`config.mk`:
```
export PLATFORM = sky130hd
export DESIGN_NAME = pipe_hazard_unit
export DESIGN_NICKNAME = d
export VERILOG_FILES = /design/src/rtl/hzd_pkg.sv /design/src/rtl/hzd_bypass_mux.sv /design/src/rtl/hzd_load_use.sv /design/src/rtl/hzd_redirect.sv /design/src/rtl/pipe_hazard_unit.sv
export SDC_FILE = /design/constraint.sdc
export NUM_CORES = 1
export LEC_CHECK = 0
export ABC_AREA = 1
export CORE_AREA = 3 3 114 116
export DETAILED_ROUTE_END_ITERATION = 8
export DIE_AREA = 0 0 117 119
export GPL_ROUTABILITY_DRIVEN = 0
export PLACE_DENSITY_LB_ADDON = 0.15
export SYNTH_ARGS = -nofsm -noshare
export SYNTH_HDL_FRONTEND = slang
export SYNTH_SLANG_ARGS = --single-unit
```
`constraint.sdc`:
```
create_clock -name clk -period 1.8 [get_ports clk]
set_clock_uncertainty 0.15 [all_clocks]
set_input_delay 0.36 -clock clk [delete_from_list [all_inputs] [get_ports clk]]
set_output_delay 0.36 -clock clk [all_outputs]
set_load 0.01 [all_outputs]
```
`src/rtl/hzd_pkg.sv`:
```
package hzd_pkg;
  typedef enum logic [1:0] {
    FWD_RF  = 2'b00,
    FWD_WB  = 2'b01,
    FWD_MEM = 2'b10
  } fwd_sel_e;
endpackage

```
`src/rtl/hzd_bypass_mux.sv`:
```
module hzd_bypass_mux
  import hzd_pkg::*;
#(
  parameter int REG_W = 5
) (
  input  logic [REG_W-1:0] src,
  input  logic             mem_valid,
  input  logic             mem_wr_en,
  input  logic [REG_W-1:0] mem_rd,
  input  logic             wb_valid,
  input  logic             wb_wr_en,
  input  logic [REG_W-1:0] wb_rd,
  output fwd_sel_e         sel
);
  logic src_live, hit_mem, hit_wb;

  // register 0 is hard-wired, never a bypass target
  assign src_live = |src;
  assign hit_mem  = src_live && mem_valid && mem_wr_en && (mem_rd == src);
  assign hit_wb   = src_live && wb_valid && wb_wr_en && (wb_rd == src);

  always_comb begin
    if (hit_mem)     sel = FWD_MEM; // newest producer first
    else if (hit_wb) sel = FWD_WB;
    else             sel = FWD_RF;
  end
endmodule

```
`src/rtl/hzd_load_use.sv`:
```
module hzd_load_use #(
  parameter int REG_W = 5
) (
  input  logic             id_valid,
  input  logic [REG_W-1:0] id_rs,
  input  logic [REG_W-1:0] id_rt,
  input  logic             id_use_rs,
  input  logic             id_use_rt,
  input  logic             ex_valid,
  input  logic             ex_wr_en,
  input  logic             ex_is_load,
  input  logic [REG_W-1:0] ex_rd,
  output logic             stall
);
  logic load_prod, dep_rs, dep_rt;

  assign load_prod = ex_valid && ex_is_load && ex_wr_en && (|ex_rd);
  assign dep_rs    = id_use_rs && (id_rs == ex_rd);
  assign dep_rt    = id_use_rt && (id_rt == ex_rd);
  assign stall     = id_valid && load_prod && (dep_rs || dep_rt);
endmodule

```
`src/rtl/hzd_redirect.sv`:
```
module hzd_redirect #(
  parameter int ADDR_W = 32,
  parameter int IMM_W  = 16
) (
  input  logic              mem_valid,
  input  logic              mem_is_branch,
  input  logic              mem_br_taken,
  input  logic [ADDR_W-1:0] mem_br_pc,
  input  logic [IMM_W-1:0]  mem_br_imm,
  output logic              redirect,
  output logic [ADDR_W-1:0] target
);
  localparam int EXT_W = ADDR_W - IMM_W - 2;
  logic [ADDR_W-1:0] offset;

  assign offset   = {{EXT_W{mem_br_imm[IMM_W-1]}}, mem_br_imm, 2'b00};
  assign target   = mem_br_pc + ADDR_W'(4) + offset;
  assign redirect = mem_valid && mem_is_branch && mem_br_taken;
endmodule

```
`src/rtl/pipe_hazard_unit.sv`:
```
module pipe_hazard_unit
  import hzd_pkg::*;
#(
  parameter int              REG_W    = 5,
  parameter int              ADDR_W   = 32,
  parameter int              IMM_W    = 16,
  parameter logic [ADDR_W-1:0] RESET_PC = '0
) (
  input  logic              clk,
  input  logic              rst_n,
  input  logic              id_valid,
  input  logic [REG_W-1:0]  id_rs,
  input  logic [REG_W-1:0]  id_rt,
  input  logic              id_use_rs,
  input  logic              id_use_rt,
  input  logic              ex_valid,
  input  logic [REG_W-1:0]  ex_rs,
  input  logic [REG_W-1:0]  ex_rt,
  input  logic              ex_wr_en,
  input  logic [REG_W-1:0]  ex_rd,
  input  logic              ex_is_load,
  input  logic              mem_valid,
  input  logic              mem_wr_en,
  input  logic [REG_W-1:0]  mem_rd,
  input  logic              mem_is_branch,
  input  logic              mem_br_taken,
  input  logic [ADDR_W-1:0] mem_br_pc,
  input  logic [IMM_W-1:0]  mem_br_imm,
  input  logic              wb_valid,
  input  logic              wb_wr_en,
  input  logic [REG_W-1:0]  wb_rd,
  output logic [1:0]        fwd_a,
  output logic [1:0]        fwd_b,
  output logic              pc_en,
  output logic              ifid_en,
  output logic              idex_bubble,
  output logic              flush_ifid,
  output logic              flush_idex,
  output logic              flush_exmem,
  output logic              redirect,
  output logic [ADDR_W-1:0] pc_q
);
  localparam int NSRC = 2;

  logic [NSRC-1:0][REG_W-1:0] ex_src;
  fwd_sel_e                   src_sel [NSRC];
  logic                       stall;
  logic [ADDR_W-1:0]          br_target;

  assign ex_src[0] = ex_rs;
  assign ex_src[1] = ex_rt;

  for (genvar g = 0; g < NSRC; g++) begin : g_bypass
    hzd_bypass_mux #(.REG_W(REG_W)) i_mux (
      .src       (ex_src[g]),
      .mem_valid (mem_valid),
      .mem_wr_en (mem_wr_en),
      .mem_rd    (mem_rd),
      .wb_valid  (wb_valid),
      .wb_wr_en  (wb_wr_en),
      .wb_rd     (wb_rd),
      .sel       (src_sel[g])
    );
  end

  assign fwd_a = src_sel[0];
  assign fwd_b = src_sel[1];

  hzd_load_use #(.REG_W(REG_W)) i_load_use (
    .id_valid   (id_valid),
    .id_rs      (id_rs),
    .id_rt      (id_rt),
    .id_use_rs  (id_use_rs),
    .id_use_rt  (id_use_rt),
    .ex_valid   (ex_valid),
    .ex_wr_en   (ex_wr_en),
    .ex_is_load (ex_is_load),
    .ex_rd      (ex_rd),
    .stall      (stall)
  );

  hzd_redirect #(.ADDR_W(ADDR_W), .IMM_W(IMM_W)) i_redirect (
    .mem_valid     (mem_valid),
    .mem_is_branch (mem_is_branch),
    .mem_br_taken  (mem_br_taken),
    .mem_br_pc     (mem_br_pc),
    .mem_br_imm    (mem_br_imm),
    .redirect      (redirect),
    .target        (br_target)
  );

  // squash wins over a stall: the stalled consumer is on the wrong path
  assign pc_en       = redirect || !stall;
  assign ifid_en     = pc_en;
  assign idex_bubble = stall && !redirect;
  assign flush_ifid  = redirect;
  assign flush_idex  = redirect;
  assign flush_exmem = redirect;

  always_ff @(posedge clk or negedge rst_n) begin
    if (!rst_n)        pc_q <= RESET_PC;
    else if (redirect) pc_q <= br_target;
    else if (pc_en)    pc_q <= pc_q + ADDR_W'(4);
  end
endmodule

```
==> run summary <==
outcome - complete, but fails checks
violated checks - negative setup slack
Final Slew Violations - 0
CP Max Fanout - 5
Placeable Area - 12000 um2
die height - 119 um
Seq pwr share - 0.187
share of layout cells above drive strength 1 - 0.471
Post-Layout Cell Count - 1300
antenna violations before repair - 0
largest net degree at the start of global routing - 43
slowest cell on the critical path - fa_2
vias in the first global route - 6655
final hold vios - 0
# clock sinks - 32
clock power share - 0.127
gr usage total - 0.265
r2r startpoint - pc_q[6]$_DFFE_PN0P_
die width - 117 um
Root Buffer - clkbuf_16
row count - 40
clock buffer depth - 2
Yosys warnings - 0
min Tclk post-route - 2.25 ns
Synth Area in XOR/XNOR - 0.0611
Initial Utilization - 0.429
top flop regs - pc_q: 32 flops
min setup slack post-route - -0.449 ns
Sw Pwr - 2.87 mW
Reg with most FFs - pc_q
syn_area_per_cell - 5.88 um2
crit end category - flip-flop
final worst path period share - 1.25
Post-Route WL - 21300 um
Post-synth EDFFs - 0
synth unique cells - 45
crit start category - primary input
mux contribution to synthesized area - 0
crit path cell chain - buf_8, ha_4, ha_4, fa_2, nand3_4, nand3_4, nand2_4, nand2_4, buf_6, xor2_1, nand2_1, a31oi_1
DR iter-0 viols - 561
post-synthesis simple-gate area fraction - 0.421
adder-cell area share of the yosys netlist - 0.145
placed insts - 1243
first-pass GRT wire length - 30300 um
Max stage delay on crit path - 0.39 ns
RSZ-0062 raised after global routing - true
CTS clk-pin slew, worst paths - 0.05 ns
Internal - 3.59 mW
sequential share of the synthesized area - 0.155
routed via count - 7100
area grow syn2layout - 88.0%
Min-Delay Path Class - primary input to async pin
H-Tree Depth - 2
CP arrival - 2.29 ns
post-synthesis cell count - 877
Primary FF master, synth - dfrtp_1
VDD IR max - 0.841 mV
I/O pins - 140
TritonCTS Buffers - 5
Synth async-reset ratio - 1.00
Finished Cell Area - 9700 um2
CP Data Required Time - 1.84 ns
Sw Share - 0.444
Comb power frac - 0.686
number of diodes - 0
r2r setup slk - -0.08 ns
Max-Cap Viols - 0
Skew-Pair Late Insertion Delay - 0.28 ns
Die ar. - 13900 um2
crit path kind - primary input to flip-flop
routed wire length per instance - 16.4 um
Setup Viol. Count Final - 30
total gr overflow - 0
PD cells - 666 nW/um2
Final ANT Viol Nets - 0
HPWL after DPL - 14100 um
Largest register FFs - 32
Hold-fix buffers, CTS - 0
largest family of logic cells by synthesized area - simple AND/OR/NAND/NOR gates
Mapped Area - 5160 um2
post-synthesis register bit count - 32
net count after synthesis - 1033
Pre-antenna DRT Iters - 6
DRC Markers - 0
Fmax - 0.445 GHz
CTS tree - done
Synth Area in Compound Gates - 0.109
hold slack - 0.304 ns
P_leak - 4.69 nW
worst-margin pin slew - 0.493 ns
Placed Area - 8330 um2
Setup crit start - mem_br_pc[3]
Slew Limit Headroom - 0.671
nets@finish - 1309
vias per cell - 5.46
Buffers on Ports - 139
placed cells by master, fill, tap and decap left out, drive strengths merged, types with 4 or more instances in the layout:
| master | synthesis | routed |
|---|---|---|
| nor2 | 116 | 116 |
| xor2 | 23 | 23 |
| nand4 | 13 | 13 |
| nor3 | 16 | 16 |
| clkdlybuf4s50 | 0 | 15 |
| inv | 125 | 125 |
| nand2 | 292 | 292 |
| nand3b | 7 | 7 |
| clkbuf | 2 | 21 |
| ha | 58 | 58 |
| dlymetal6s2s | 0 | 6 |
| buf | 14 | 200 |
| o22ai | 4 | 4 |
| a21oi | 50 | 50 |
| a31oi | 6 | 6 |
| xnor2 | 13 | 13 |
| o21ai | 29 | 29 |
| dlygate4sd2 | 0 | 35 |
| nand3 | 55 | 55 |
| clkdlybuf4s15 | 0 | 14 |
| dfrtp | 32 | 32 |
layout make-up:
type / count / area [um2]
Timing Repair Buffer: 285 / 2470
Fill cell: 761 / 2310
Multi-Input combinational cell: 704 / 5620
Sequential cell: 32 / 810
Tap cell: 147 / 184
Clock buffer: 6 / 129
Inverter: 125 / 489
Clock inverter: 1 / 5.00
critical path: cells and delay by family:
kind | cells | cell delay, ns
xor+xnor | 1 | 0.17
compound gates | 1 | 0.19
fa+ha+maj | 3 | 0.78
simple gates | 5 | 0.56
buf+inv | 2 | 0.22
synthesized netlist by cell type (2+ instances only):
library cell | n | area [um2]
o21ai_0 | 25 | 125
buf_1 | 2 | 7.51
inv_1 | 120 | 450
nor2_4 | 3 | 33.8
o21a_1 | 2 | 15.0
dfrtp_1 | 32 | 801
and2_1 | 2 | 12.5
nand4_1 | 12 | 75.1
o22ai_1 | 4 | 25.0
o21bai_1 | 3 | 22.5
nor3_2 | 3 | 30.0
buf_2 | 6 | 30.0
a2111oi_0 | 2 | 17.5
nor3_1 | 13 | 65.1
nor2_2 | 5 | 31.3
a211oi_1 | 2 | 15.0
nand3b_1 | 7 | 52.6
nand2_1 | 283 | 1060
nor2_1 | 108 | 405
a31oi_1 | 6 | 37.5
clkbuf_1 | 2 | 7.51
nand2_2 | 8 | 50.1
o21ai_1 | 4 | 20.0
a21oi_1 | 49 | 245
ha_1 | 58 | 726
buf_4 | 6 | 45.0
nand3_1 | 53 | 265
xnor2_1 | 13 | 114
nor4_1 | 2 | 12.5
xor2_1 | 23 | 201
inv_2 | 5 | 18.8
through the flow:
| stage | setup WS, ns | util | total power [mW] | setup TNS [ns] |
|---|---|---|---|---|
| 2_1_floorplan | -0.308 | - | 3.14 | -2.93 |
| 3_3_place_gp | -1.13 | 0.694 | 4.78 | -32.99 |
| 3_5_place_dp | -1.12 | 0.694 | 4.84 | -33.89 |
| 4_1_cts | -0.298 | 0.759 | 6.00 | -5.79 |
| 5_1_grt | -0.485 | 0.808 | 6.82 | -9.73 |
| 6_report | -0.449 | 0.808 | 6.46 | -7.68 |
worst paths after layout:
check,endpoint,cells after the start
max in group asynchronous,pc_q[2]$_DFFE_PN0P_,2
worst min-delay path,pc_q[23]$_DFFE_PN0P_,2
min in group clk,pc_q[1]$_DFFE_PN0P_,2
worst max register to register,pc_q[13]$_DFFE_PN0P_,8
worst min register to register,pc_q[1]$_DFFE_PN0P_,2
worst max-delay path,pc_q[11]$_DFFE_PN0P_,12
routing by layer:
| layer | track usage | share of wire | up-vias |
|---|---|---|---|
| met1 | 0.329 | 0.39 | 3305 |
| met2 | 0.469 | 0.51 | 358 |
| met3 | 0.0295 | 0.064 | 82 |
| met4 | 0.0853 | 0.041 | 0 |
| met5 | 0 | 0 | - |
| li1 | - | - | 3355 |
logic make-up after synthesis:
group                    after synthesis
AO/OA/AOI/OAI                        102
XOR/XNOR                              36
adder cells (fa/ha/maj)               59
buffers and inverters                141
flip-flops                            32
AND/OR/NAND/NOR                      507
power groups by stage:
stage	Sequential [mW]	Clock (mW)	Combinational, mW
2_1_floorplan	1.35	0	1.79
3_3_place_gp	1.23	0	3.55
3_5_place_dp	1.24	0	3.60
4_1_cts	1.21	0.812	3.98
5_1_grt	1.24	0.848	4.74
6_report	1.21	0.818	4.43
timing repair:
item / 4_1_cts / 5_1_grt
setup endpoints to repair: 66 / 46
cloned: 1 / 0
pin swaps: 161 / 127
gates resized for setup: 474 / 173
setup buffers: 32 / 19
Power figures use the tool's default switching activity.
